**src/rtl/i2cds_pkg.sv**
```systemverilog
package i2cds_pkg;

  typedef enum logic [2:0] {
    ST_IDLE,
    ST_ADDR,
    ST_AACK,
    ST_RX,
    ST_RACK,
    ST_TX,
    ST_TACK
  } slvState_t;

  // Strobes and levels passed from the control FSM to the datapath.
  typedef struct packed {
    logic shiftIn;
    logic shiftOut;
    logic addrHit;
    logic storeRx;
    logic loadTx;
    logic sampleAck;
    logic drvAck;
    logic drvData;
    logic chanB;
    logic firstByte;
  } strobe_t;

endpackage

```
**src/rtl/i2cds_dp.sv**
```systemverilog
module i2cds_dp
  import i2cds_pkg::*;
#(
  parameter int ADDR_W      = 7,
  parameter int DATA_W      = 8,
  parameter int SYNC_STAGES = 2,
  parameter int A_IGNORE    = 2
) (
  input  logic                       clk,
  input  logic                       rstN,
  input  logic                       sclIn,
  input  logic                       sdaIn,
  input  logic                       enA,
  input  logic [ADDR_W-A_IGNORE-1:0] addrAHi,
  input  logic                       enB,
  input  logic [ADDR_W-1:0]          addrB,
  input  logic [DATA_W-1:0]          txDataA,
  input  logic                       txWrA,
  input  logic [DATA_W-1:0]          txDataB,
  input  logic                       txWrB,
  input  logic                       rxRdA,
  input  logic                       rxRdB,
  input  logic                       matchClrA,
  input  logic                       matchClrB,
  input  strobe_t                    stb,
  output logic                       evStart,
  output logic                       evStop,
  output logic                       sclRise,
  output logic                       sclFall,
  output logic                       sclHigh,
  output logic                       hitA,
  output logic                       hitB,
  output logic                       rwReq,
  output logic                       sdaOe,
  output logic [DATA_W-1:0]          rxDataA,
  output logic [DATA_W-1:0]          rxDataB,
  output logic [1:0]                 rxFlag,
  output logic [1:0]                 txFlag,
  output logic [1:0]                 matchFlag,
  output logic [1:0]                 wordAddr,
  output logic [A_IGNORE-1:0]        aLowBits,
  output logic                       slaveTx,
  output logic                       hostNack
);

  localparam int A_HI_W = ADDR_W - A_IGNORE;

  logic [SYNC_STAGES-1:0] sclSync, sdaSync;
  logic sclPrev, sdaPrev, sdaNow;
  logic [DATA_W-1:0] shReg;

  always_ff @(posedge clk) begin
    if (!rstN) begin
      sclSync <= '1;
      sdaSync <= '1;
      sclPrev <= 1'b1;
      sdaPrev <= 1'b1;
    end else begin
      sclSync <= {sclSync[SYNC_STAGES-2:0], sclIn};
      sdaSync <= {sdaSync[SYNC_STAGES-2:0], sdaIn};
      sclPrev <= sclSync[SYNC_STAGES-1];
      sdaPrev <= sdaSync[SYNC_STAGES-1];
    end
  end

  assign sclHigh = sclSync[SYNC_STAGES-1];
  assign sdaNow  = sdaSync[SYNC_STAGES-1];
  assign sclRise = sclHigh & ~sclPrev;
  assign sclFall = ~sclHigh & sclPrev;
  assign evStart = sclHigh & sclPrev & sdaPrev & ~sdaNow;
  assign evStop  = sclHigh & sclPrev & ~sdaPrev & sdaNow;

  // Address decode from the assembled address byte
  assign rwReq = shReg[0];
  assign hitA  = enA && (shReg[DATA_W-1 -: A_HI_W] == addrAHi);
  assign hitB  = enB && (shReg[DATA_W-1:1] == addrB);

  // Per-channel registers
  logic [DATA_W-1:0] txBuf [2];
  logic [DATA_W-1:0] rxBuf [2];
  logic [DATA_W-1:0] txDataIn [2];
  logic [1:0] txWrIn, rxRdIn, matchClrIn;

  assign txDataIn[0] = txDataA;
  assign txDataIn[1] = txDataB;
  assign txWrIn      = {txWrB, txWrA};
  assign rxRdIn      = {rxRdB, rxRdA};
  assign matchClrIn  = {matchClrB, matchClrA};

  for (genvar ch = 0; ch < 2; ch++) begin : g_chan
    logic sel;
    assign sel = (stb.chanB == (ch == 1));

    always_ff @(posedge clk) begin
      if (!rstN) begin
        txBuf[ch]     <= '0;
        rxBuf[ch]     <= '0;
        rxFlag[ch]    <= 1'b0;
        txFlag[ch]    <= 1'b0;
        matchFlag[ch] <= 1'b0;
        wordAddr[ch]  <= 1'b0;
      end else begin
        if (txWrIn[ch]) txBuf[ch] <= txDataIn[ch];

        if (stb.storeRx && sel) begin
          rxBuf[ch]    <= shReg;
          rxFlag[ch]   <= 1'b1;
          wordAddr[ch] <= stb.firstByte;
        end else if (rxRdIn[ch]) begin
          rxFlag[ch] <= 1'b0;
        end

        if (stb.loadTx && sel)  txFlag[ch] <= 1'b1;
        else if (txWrIn[ch])    txFlag[ch] <= 1'b0;

        if (stb.addrHit && sel) matchFlag[ch] <= 1'b1;
        else if (matchClrIn[ch]) matchFlag[ch] <= 1'b0;
      end
    end
  end

  assign rxDataA = rxBuf[0];
  assign rxDataB = rxBuf[1];

  // Shifter and bus status
  always_ff @(posedge clk) begin
    if (!rstN) begin
      shReg    <= '0;
      aLowBits <= '0;
      slaveTx  <= 1'b0;
      hostNack <= 1'b0;
    end else begin
      if (stb.loadTx)        shReg <= txBuf[stb.chanB];
      else if (stb.shiftOut) shReg <= {shReg[DATA_W-2:0], 1'b0};
      else if (stb.shiftIn)  shReg <= {shReg[DATA_W-2:0], sdaNow};

      if (stb.addrHit) begin
        slaveTx <= shReg[0];
        if (!stb.chanB) aLowBits <= shReg[A_IGNORE:1];
      end
      if (stb.sampleAck) hostNack <= sdaNow;
    end
  end

  assign sdaOe = stb.drvAck | (stb.drvData & ~shReg[DATA_W-1]);

endmodule

```
**src/rtl/i2cds_ctrl.sv**
```systemverilog
module i2cds_ctrl
  import i2cds_pkg::*;
#(
  parameter int DATA_W = 8
) (
  input  logic    clk,
  input  logic    rstN,
  input  logic    evStart,
  input  logic    evStop,
  input  logic    sclRise,
  input  logic    sclFall,
  input  logic    hitA,
  input  logic    hitB,
  input  logic    rwReq,
  input  logic    hostNack,
  output strobe_t stb,
  output logic    busActive
);

  localparam int CNT_W = $clog2(DATA_W + 1);
  localparam logic [CNT_W-1:0] FULL = CNT_W'(DATA_W);
  localparam logic [CNT_W-1:0] LAST = CNT_W'(DATA_W - 1);

  slvState_t state;
  logic [CNT_W-1:0] bitCnt;
  logic chanReg, rwBit, firstReg;
  logic byteDone;

  assign byteDone = sclFall && (bitCnt == FULL);

  always_ff @(posedge clk) begin
    if (!rstN) begin
      state     <= ST_IDLE;
      bitCnt    <= '0;
      chanReg   <= 1'b0;
      rwBit     <= 1'b0;
      firstReg  <= 1'b0;
      busActive <= 1'b0;
    end else if (evStop) begin
      state     <= ST_IDLE;
      busActive <= 1'b0;
    end else if (evStart) begin
      state     <= ST_ADDR;
      bitCnt    <= '0;
      busActive <= 1'b1;
    end else begin
      unique case (state)
        ST_ADDR: begin
          if (sclRise) bitCnt <= bitCnt + 1'b1;
          else if (byteDone) begin
            if (hitA || hitB) begin
              state   <= ST_AACK;
              chanReg <= !hitA;
              rwBit   <= rwReq;
            end else begin
              state <= ST_IDLE;
            end
          end
        end
        ST_AACK: if (sclFall) begin
          bitCnt   <= '0;
          firstReg <= 1'b1;
          state    <= rwBit ? ST_TX : ST_RX;
        end
        ST_RX: begin
          if (sclRise) bitCnt <= bitCnt + 1'b1;
          else if (byteDone) begin
            state    <= ST_RACK;
            firstReg <= 1'b0;
          end
        end
        ST_RACK: if (sclFall) begin
          bitCnt <= '0;
          state  <= ST_RX;
        end
        ST_TX: if (sclFall) begin
          if (bitCnt == LAST) state <= ST_TACK;
          else bitCnt <= bitCnt + 1'b1;
        end
        ST_TACK: if (sclFall) begin
          bitCnt <= '0;
          state  <= hostNack ? ST_IDLE : ST_TX;
        end
        default: state <= ST_IDLE;
      endcase
    end
  end

  always_comb begin
    stb           = '0;
    stb.chanB     = (state == ST_ADDR) ? !hitA : chanReg;
    stb.firstByte = firstReg;
    stb.shiftIn   = sclRise && (state == ST_ADDR || state == ST_RX);
    stb.addrHit   = (state == ST_ADDR) && byteDone && (hitA || hitB);
    stb.storeRx   = (state == ST_RX) && byteDone;
    stb.loadTx    = sclFall && (((state == ST_AACK) && rwBit) ||
                                ((state == ST_TACK) && !hostNack));
    stb.shiftOut  = (state == ST_TX) && sclFall;
    stb.sampleAck = (state == ST_TACK) && sclRise;
    stb.drvAck    = (state == ST_AACK) || (state == ST_RACK);
    stb.drvData   = (state == ST_TX);
  end

endmodule

```
**src/rtl/i2c_dual_slave.sv**
```systemverilog
module i2c_dual_slave
  import i2cds_pkg::*;
#(
  parameter int ADDR_W      = 7,
  parameter int DATA_W      = 8,
  parameter int SYNC_STAGES = 2,
  parameter int A_IGNORE    = 2
) (
  input  logic                       clk,
  input  logic                       rstN,
  input  logic                       sclIn,
  input  logic                       sdaIn,
  output logic                       sdaOe,
  input  logic                       enA,
  input  logic [ADDR_W-A_IGNORE-1:0] addrAHi,
  input  logic                       enB,
  input  logic [ADDR_W-1:0]          addrB,
  input  logic [DATA_W-1:0]          txDataA,
  input  logic                       txWrA,
  input  logic [DATA_W-1:0]          txDataB,
  input  logic                       txWrB,
  input  logic                       rxRdA,
  input  logic                       rxRdB,
  input  logic                       matchClrA,
  input  logic                       matchClrB,
  output logic [DATA_W-1:0]          rxDataA,
  output logic [DATA_W-1:0]          rxDataB,
  output logic                       rxFlagA,
  output logic                       rxFlagB,
  output logic                       txFlagA,
  output logic                       txFlagB,
  output logic                       matchA,
  output logic                       matchB,
  output logic                       wordAddrA,
  output logic                       wordAddrB,
  output logic [A_IGNORE-1:0]        aLowBits,
  output logic                       slaveTx,
  output logic                       hostNack,
  output logic                       busActive
);

  strobe_t stbW;
  logic evStart, evStop, sclRise, sclFall, sclHigh;
  logic hitA, hitB, rwReq;
  logic [1:0] rxFlag, txFlag, matchFlag, wordAddr;

  i2cds_ctrl #(.DATA_W(DATA_W)) ctrl_i (
    .clk, .rstN, .evStart, .evStop, .sclRise, .sclFall,
    .hitA, .hitB, .rwReq, .hostNack, .stb(stbW), .busActive
  );

  i2cds_dp #(
    .ADDR_W(ADDR_W), .DATA_W(DATA_W),
    .SYNC_STAGES(SYNC_STAGES), .A_IGNORE(A_IGNORE)
  ) dp_i (
    .clk, .rstN, .sclIn, .sdaIn, .enA, .addrAHi, .enB, .addrB,
    .txDataA, .txWrA, .txDataB, .txWrB, .rxRdA, .rxRdB,
    .matchClrA, .matchClrB, .stb(stbW),
    .evStart, .evStop, .sclRise, .sclFall, .sclHigh,
    .hitA, .hitB, .rwReq, .sdaOe, .rxDataA, .rxDataB,
    .rxFlag, .txFlag, .matchFlag, .wordAddr,
    .aLowBits, .slaveTx, .hostNack
  );

  assign rxFlagA   = rxFlag[0];
  assign rxFlagB   = rxFlag[1];
  assign txFlagA   = txFlag[0];
  assign txFlagB   = txFlag[1];
  assign matchA    = matchFlag[0];
  assign matchB    = matchFlag[1];
  assign wordAddrA = wordAddr[0];
  assign wordAddrB = wordAddr[1];

endmodule

```
**config.mk**
```make
export PLATFORM = sky130hd
export DESIGN_NAME = i2c_dual_slave
export DESIGN_NICKNAME = d
export VERILOG_FILES = /design/src/rtl/i2cds_pkg.sv /design/src/rtl/i2cds_dp.sv /design/src/rtl/i2cds_ctrl.sv /design/src/rtl/i2c_dual_slave.sv
export SDC_FILE = /design/constraint.sdc
export NUM_CORES = 1
export LEC_CHECK = 0
export BUFFER_PORTS_ARGS = -buffer_cell sky130_fd_sc_hd__buf_4
export CORE_MARGIN = 3
export CORE_UTILIZATION = 45
export DETAILED_ROUTE_END_ITERATION = 16
export PLACE_DENSITY = 0.75
export RECOVER_POWER = 100
export SYNTH_ARGS = -nofsm -noshare
export SYNTH_HDL_FRONTEND = slang
export SYNTH_HIERARCHICAL = 1
export SYNTH_SLANG_ARGS = --single-unit
```
**constraint.sdc**
```tcl
create_clock -name clk -period 1.9 [get_ports clk]
set_input_delay 0.19 -clock clk [delete_from_list [all_inputs] [get_ports clk]]
set_output_delay 0.19 -clock clk [all_outputs]
set_load 0.005 [all_outputs]
```
==> results by group <==
Outcome
  – Status: finished clean

Layout
  – Finished Layout Cells: 506
  – Final core utilization: 61.9%
  – Layout area overhead: 30.4%
  – Layout cells sized above 1: 34.1%
  – Fin nets: 447
  – Ant. Diodes: 0
  – Post-route design area: 4320 sq um

Clocking
  – # H-tree levels: 3
  – TritonCTS sink count: 69
  – TritonCTS buffer count: 9
  – CTS tree: built
  – CTS root buf: clkbuf_8
  – Clock Latency Late Sink: between 300 and 400 ps
  – Clk buf depth: 2
  – Hold buffers post-CTS: 0
  – CTS clk-pin slew, worst paths: 70 ps

Yosys
  – Post-Syn Area: 3310 sq um
  – Synth unique cells: just under 60
  – Post-synthesis sequential area ratio: 51.4%
  – Post-synthesis register bit count: slightly below 70
  – Asr flop ratio synth: 0%
  – Top_reg_cell synth: dfxtp_1
  – Post-synth EDFFs: 32
  – Yosys synthesis warning count: 6
  – Synthesized netlist cell count: 313
  – Syn_area_per_cell: around 11 sq um
  – Synth Net Count: 355

Placed design
  – RD Place Congestion: 0.852
  – PortBufs: a little under 70
  – Hpwl dp: 5190 um
  – Placed insts: 488
  – Placed instance area: approximately 4000 sq um

Power and ir drop
  – Static Leak: 1.83 nW
  – Logic pwr share: 19.7%
  – Peak supply drop: 364 uV
  – PD cells: 814 nW/um^2
  – Internal Power: around 2.6 mW
  – Clock power share: 33.1%
  – Switching share of power: 26.7%
  – Seq pwr share: 47.3%
  – NetSw: about 0.94 mW

Routing
  – Final ANT Viol Nets: 0
  – WL/cell: 13.7 um
  – Vias per cell: 4.98
  – Drt first pass iters: 4
  – Via count: about 2500
  – Drt drc: 0
  – Total wire length after detailed routing: 6910 um
  – Drt first-iter violations: roughly 170

Critical path
  – CP endpoint kind: flop
  – CP startpoint kind: flop
  – Top cell family by delay on the critical path: simple AND/OR/NAND/NOR gates
  – Highest net fanout along the worst path: 3
  – Crit path cell chain: xor2_1, nor4_1, and3_2, o21ai_2, or4_4, mux2i_1, and2_1
  – Worst Path Class, Setup: reg -> reg
  – Crit path required time: 2140 ps
  – Reg-to-reg critical path startpoint: dp_i/shReg[5]
  – FF-to-FF setup slack: 40 ps
  – Buffers & Inverters on Critical Path: 0
  – R2r worst-path depth: 7
  – FF-to-FF End: ctrl_i/chanReg
  – Crit path DAT: between 2000 and 2500 ps
  – Crit-path slowest cell: or4_4
  – CP peak stage delay: 440 ps

STA
  – RSZ-0062 raised after global routing: yes
  – Tcrit/Tclk final: a little over nine tenths
  – Final Hold Vio Count: 0
  – Worst hold margin: 22.0 ps
  – F_max: approximately 540 MHz
  – Min cycle time layout: 1860 ps
  – Setup Skew: 12.9 ps
  – Worst slew pin tran: 793 ps
  – Setup-failing EPs final: 0
  – Pins Over Slew Limit: 0
  – Max_slew headroom: 47.1%

Floorplanning
  – Core area: 6980 sq um
  – Die width: 91.8 um
  – Chip height: approximately 90 um
  – Starting Density: 47.5%
  – Io pins: 70
  – FP Rows: 30
  – Die area: 8430 sq um

Global routing
  – First-pass GRT wire length: 11500 um
  – Overall routing resource usage: 17.3%
  – Pin count of the biggest net entering global routing: 37
  – Total congestion overflow: 0
  – Number of global-route vias before repair: 2475
  – Initial antenna violation count: 0

Worst hold path
  – Hold wc startpoint: rxRdB
  – Worst Hold Path EP: dp_i/rxFlag[1]
  – Hold Path Class: in -> reg
  – Hold Path Cell Cnt: 2

Run
  – Max_cap viols: 0
[state kept, by name (all words and copies together), names as in the netlist, 2 cells and up]
name,count
ctrl_i/bitCnt,4
dp_i/aLowBits,2
dp_i/txBuf,16
dp_i/sclSync,2
dp_i/wordAddr,2
dp_i/matchFlag,2
dp_i/rxFlag,2
dp_i/txFlag,2
dp_i/sdaSync,2
dp_i/shReg,8
dp_i/rxBuf,16
ctrl_i/state,3
[kinds of logic (layout without fill, tap and decap cells)]
group | after synthesis | count (layout) | share of synthesized area, %
AND/OR/NAND/NOR | 133 | 133 | 23.3
flip-flops | 69 | 69 | 51.4
AO/OA/AOI/OAI | 52 | 52 | 11.4
buffers and inverters | 29 | 126 | 5.14
multiplexers | 15 | 15 | 4.53
XOR/XNOR | 13 | 13 | 3.44
adder cells (fa/ha/maj) | 2 | 2 | 0.755
[cells in the mapped netlist (2+ instances only)]
cell type  count  area [sq um]
dfxtp_1       37           741
o21ai_1        2          10.0
o22ai_1        2          12.5
or2b_2         2          17.5
clkbuf_2       2          10.0
inv_1         13          48.8
nor3_1         4          20.0
nand2b_1      13          81.3
edfxtp_1      32           961
a21o_1         3          22.5
and2_1        20           125
o2111a_1       2          22.5
a21oi_1       12          60.1
clkbuf_1       2          7.51
mux2i_1       15           150
ha_1           2          25.0
nor3b_1        2          15.0
buf_6          5          56.3
nor2b_1       10          62.6
xor2_1         4          35.0
and3_1        20           125
nor2_1        26          97.6
nand3_1        6          30.0
nand2_1       16          60.1
o21ai_0        8          40.0
buf_2          3          15.0
xnor2_1        9          78.8
a21boi_0       3          22.5
a22o_1         7          61.3
a221oi_2       2          30.0
nand4_1        2          12.5
[worst max-delay path by stage]
stage | from | to | slack [ps] | cells after the start
2_1_floorplan | dp_i/shReg[5] | dp_i/wordAddr[0] | -10 | 7
3_3_place_gp | dp_i/shReg[5] | ctrl_i/chanReg | -30 | 7
3_5_place_dp | dp_i/shReg[5] | ctrl_i/chanReg | -50 | 7
4_1_cts | dp_i/shReg[3] | ctrl_i/chanReg | -20 | 7
5_1_grt | dp_i/shReg[5] | ctrl_i/rwBit | -60 | 7
6_report | dp_i/shReg[5] | ctrl_i/chanReg | 40 | 7
[metrics by stage]
stage	setup TNS (ps)	setup WS, ps	total power [mW]
floorplan	-9.80	-9.80	2.15
global placement	-42.5	-30.4	2.33
detailed placement	-197	-48.7	2.34
CTS	-21.6	-21.3	3.51
global route	-194	-55.2	3.69
finish	0	38.9	3.52
[worst reg2reg max path, stage by stage, from the launching register on]
cell	delay (ps)
dfxtp_2	330
xor2_1	150
nor4_1	240
and3_2	260
o21ai_2	70
or4_4	440
mux2i_1	130
and2_1	140
[power by group through the flow]
stage / logic (mW) / registers (mW) / clock network (mW)
detailed placement: 0.645 / 1.69 / 0
floorplan: 0.460 / 1.69 / 0
finish: 0.692 / 1.66 / 1.16
CTS: 0.660 / 1.66 / 1.19
global placement: 0.638 / 1.69 / 0
global route: 0.755 / 1.67 / 1.27
[repair_timing]
item,in CTS,in global routing
pin swaps,3,6
resized for setup,12,16
endpoints found under the setup margin,22,49
buffers inserted,0,2
[routing by layer]
layer / up-vias / track usage (%) / share of wire [%]
met1: 1139 / 22.0 / 44
met4: 0 / 8.42 / 1.8
met3: 11 / 4.51 / 5.9
met5: - / 0 / 0
met2: 80 / 27.4 / 48
li1: 1290 / - / -
[final cells by class]
class | instances | area [sq um]
fill | 588 | 2660
sequential | 69 | 1710
multi-input combinational | 215 | 1530
timing repair buffer | 97 | 721
clock buffer | 10 | 128
tap | 96 | 120
clock inverter | 6 | 65.1
inverter | 13 | 48.8
[cells in the final DEF (no fill, tap or decap), types with 6 or more instances in the layout]
cell,instances
clkbuf_4,26
and2_1,20
a21oi_1,11
a22o_1,7
inv_1,13
nor2b_1,9
nand3_1,6
o21ai_0,8
dfxtp_1,32
nand2_1,15
nand2b_1,12
clkbuf_8,9
nor2_1,23
edfxtp_1,32
mux2i_1,14
clkbuf_1,7
and3_1,18
xnor2_1,9
buf_4,61
No activity file was read; power rests on OpenSTA's default activity.
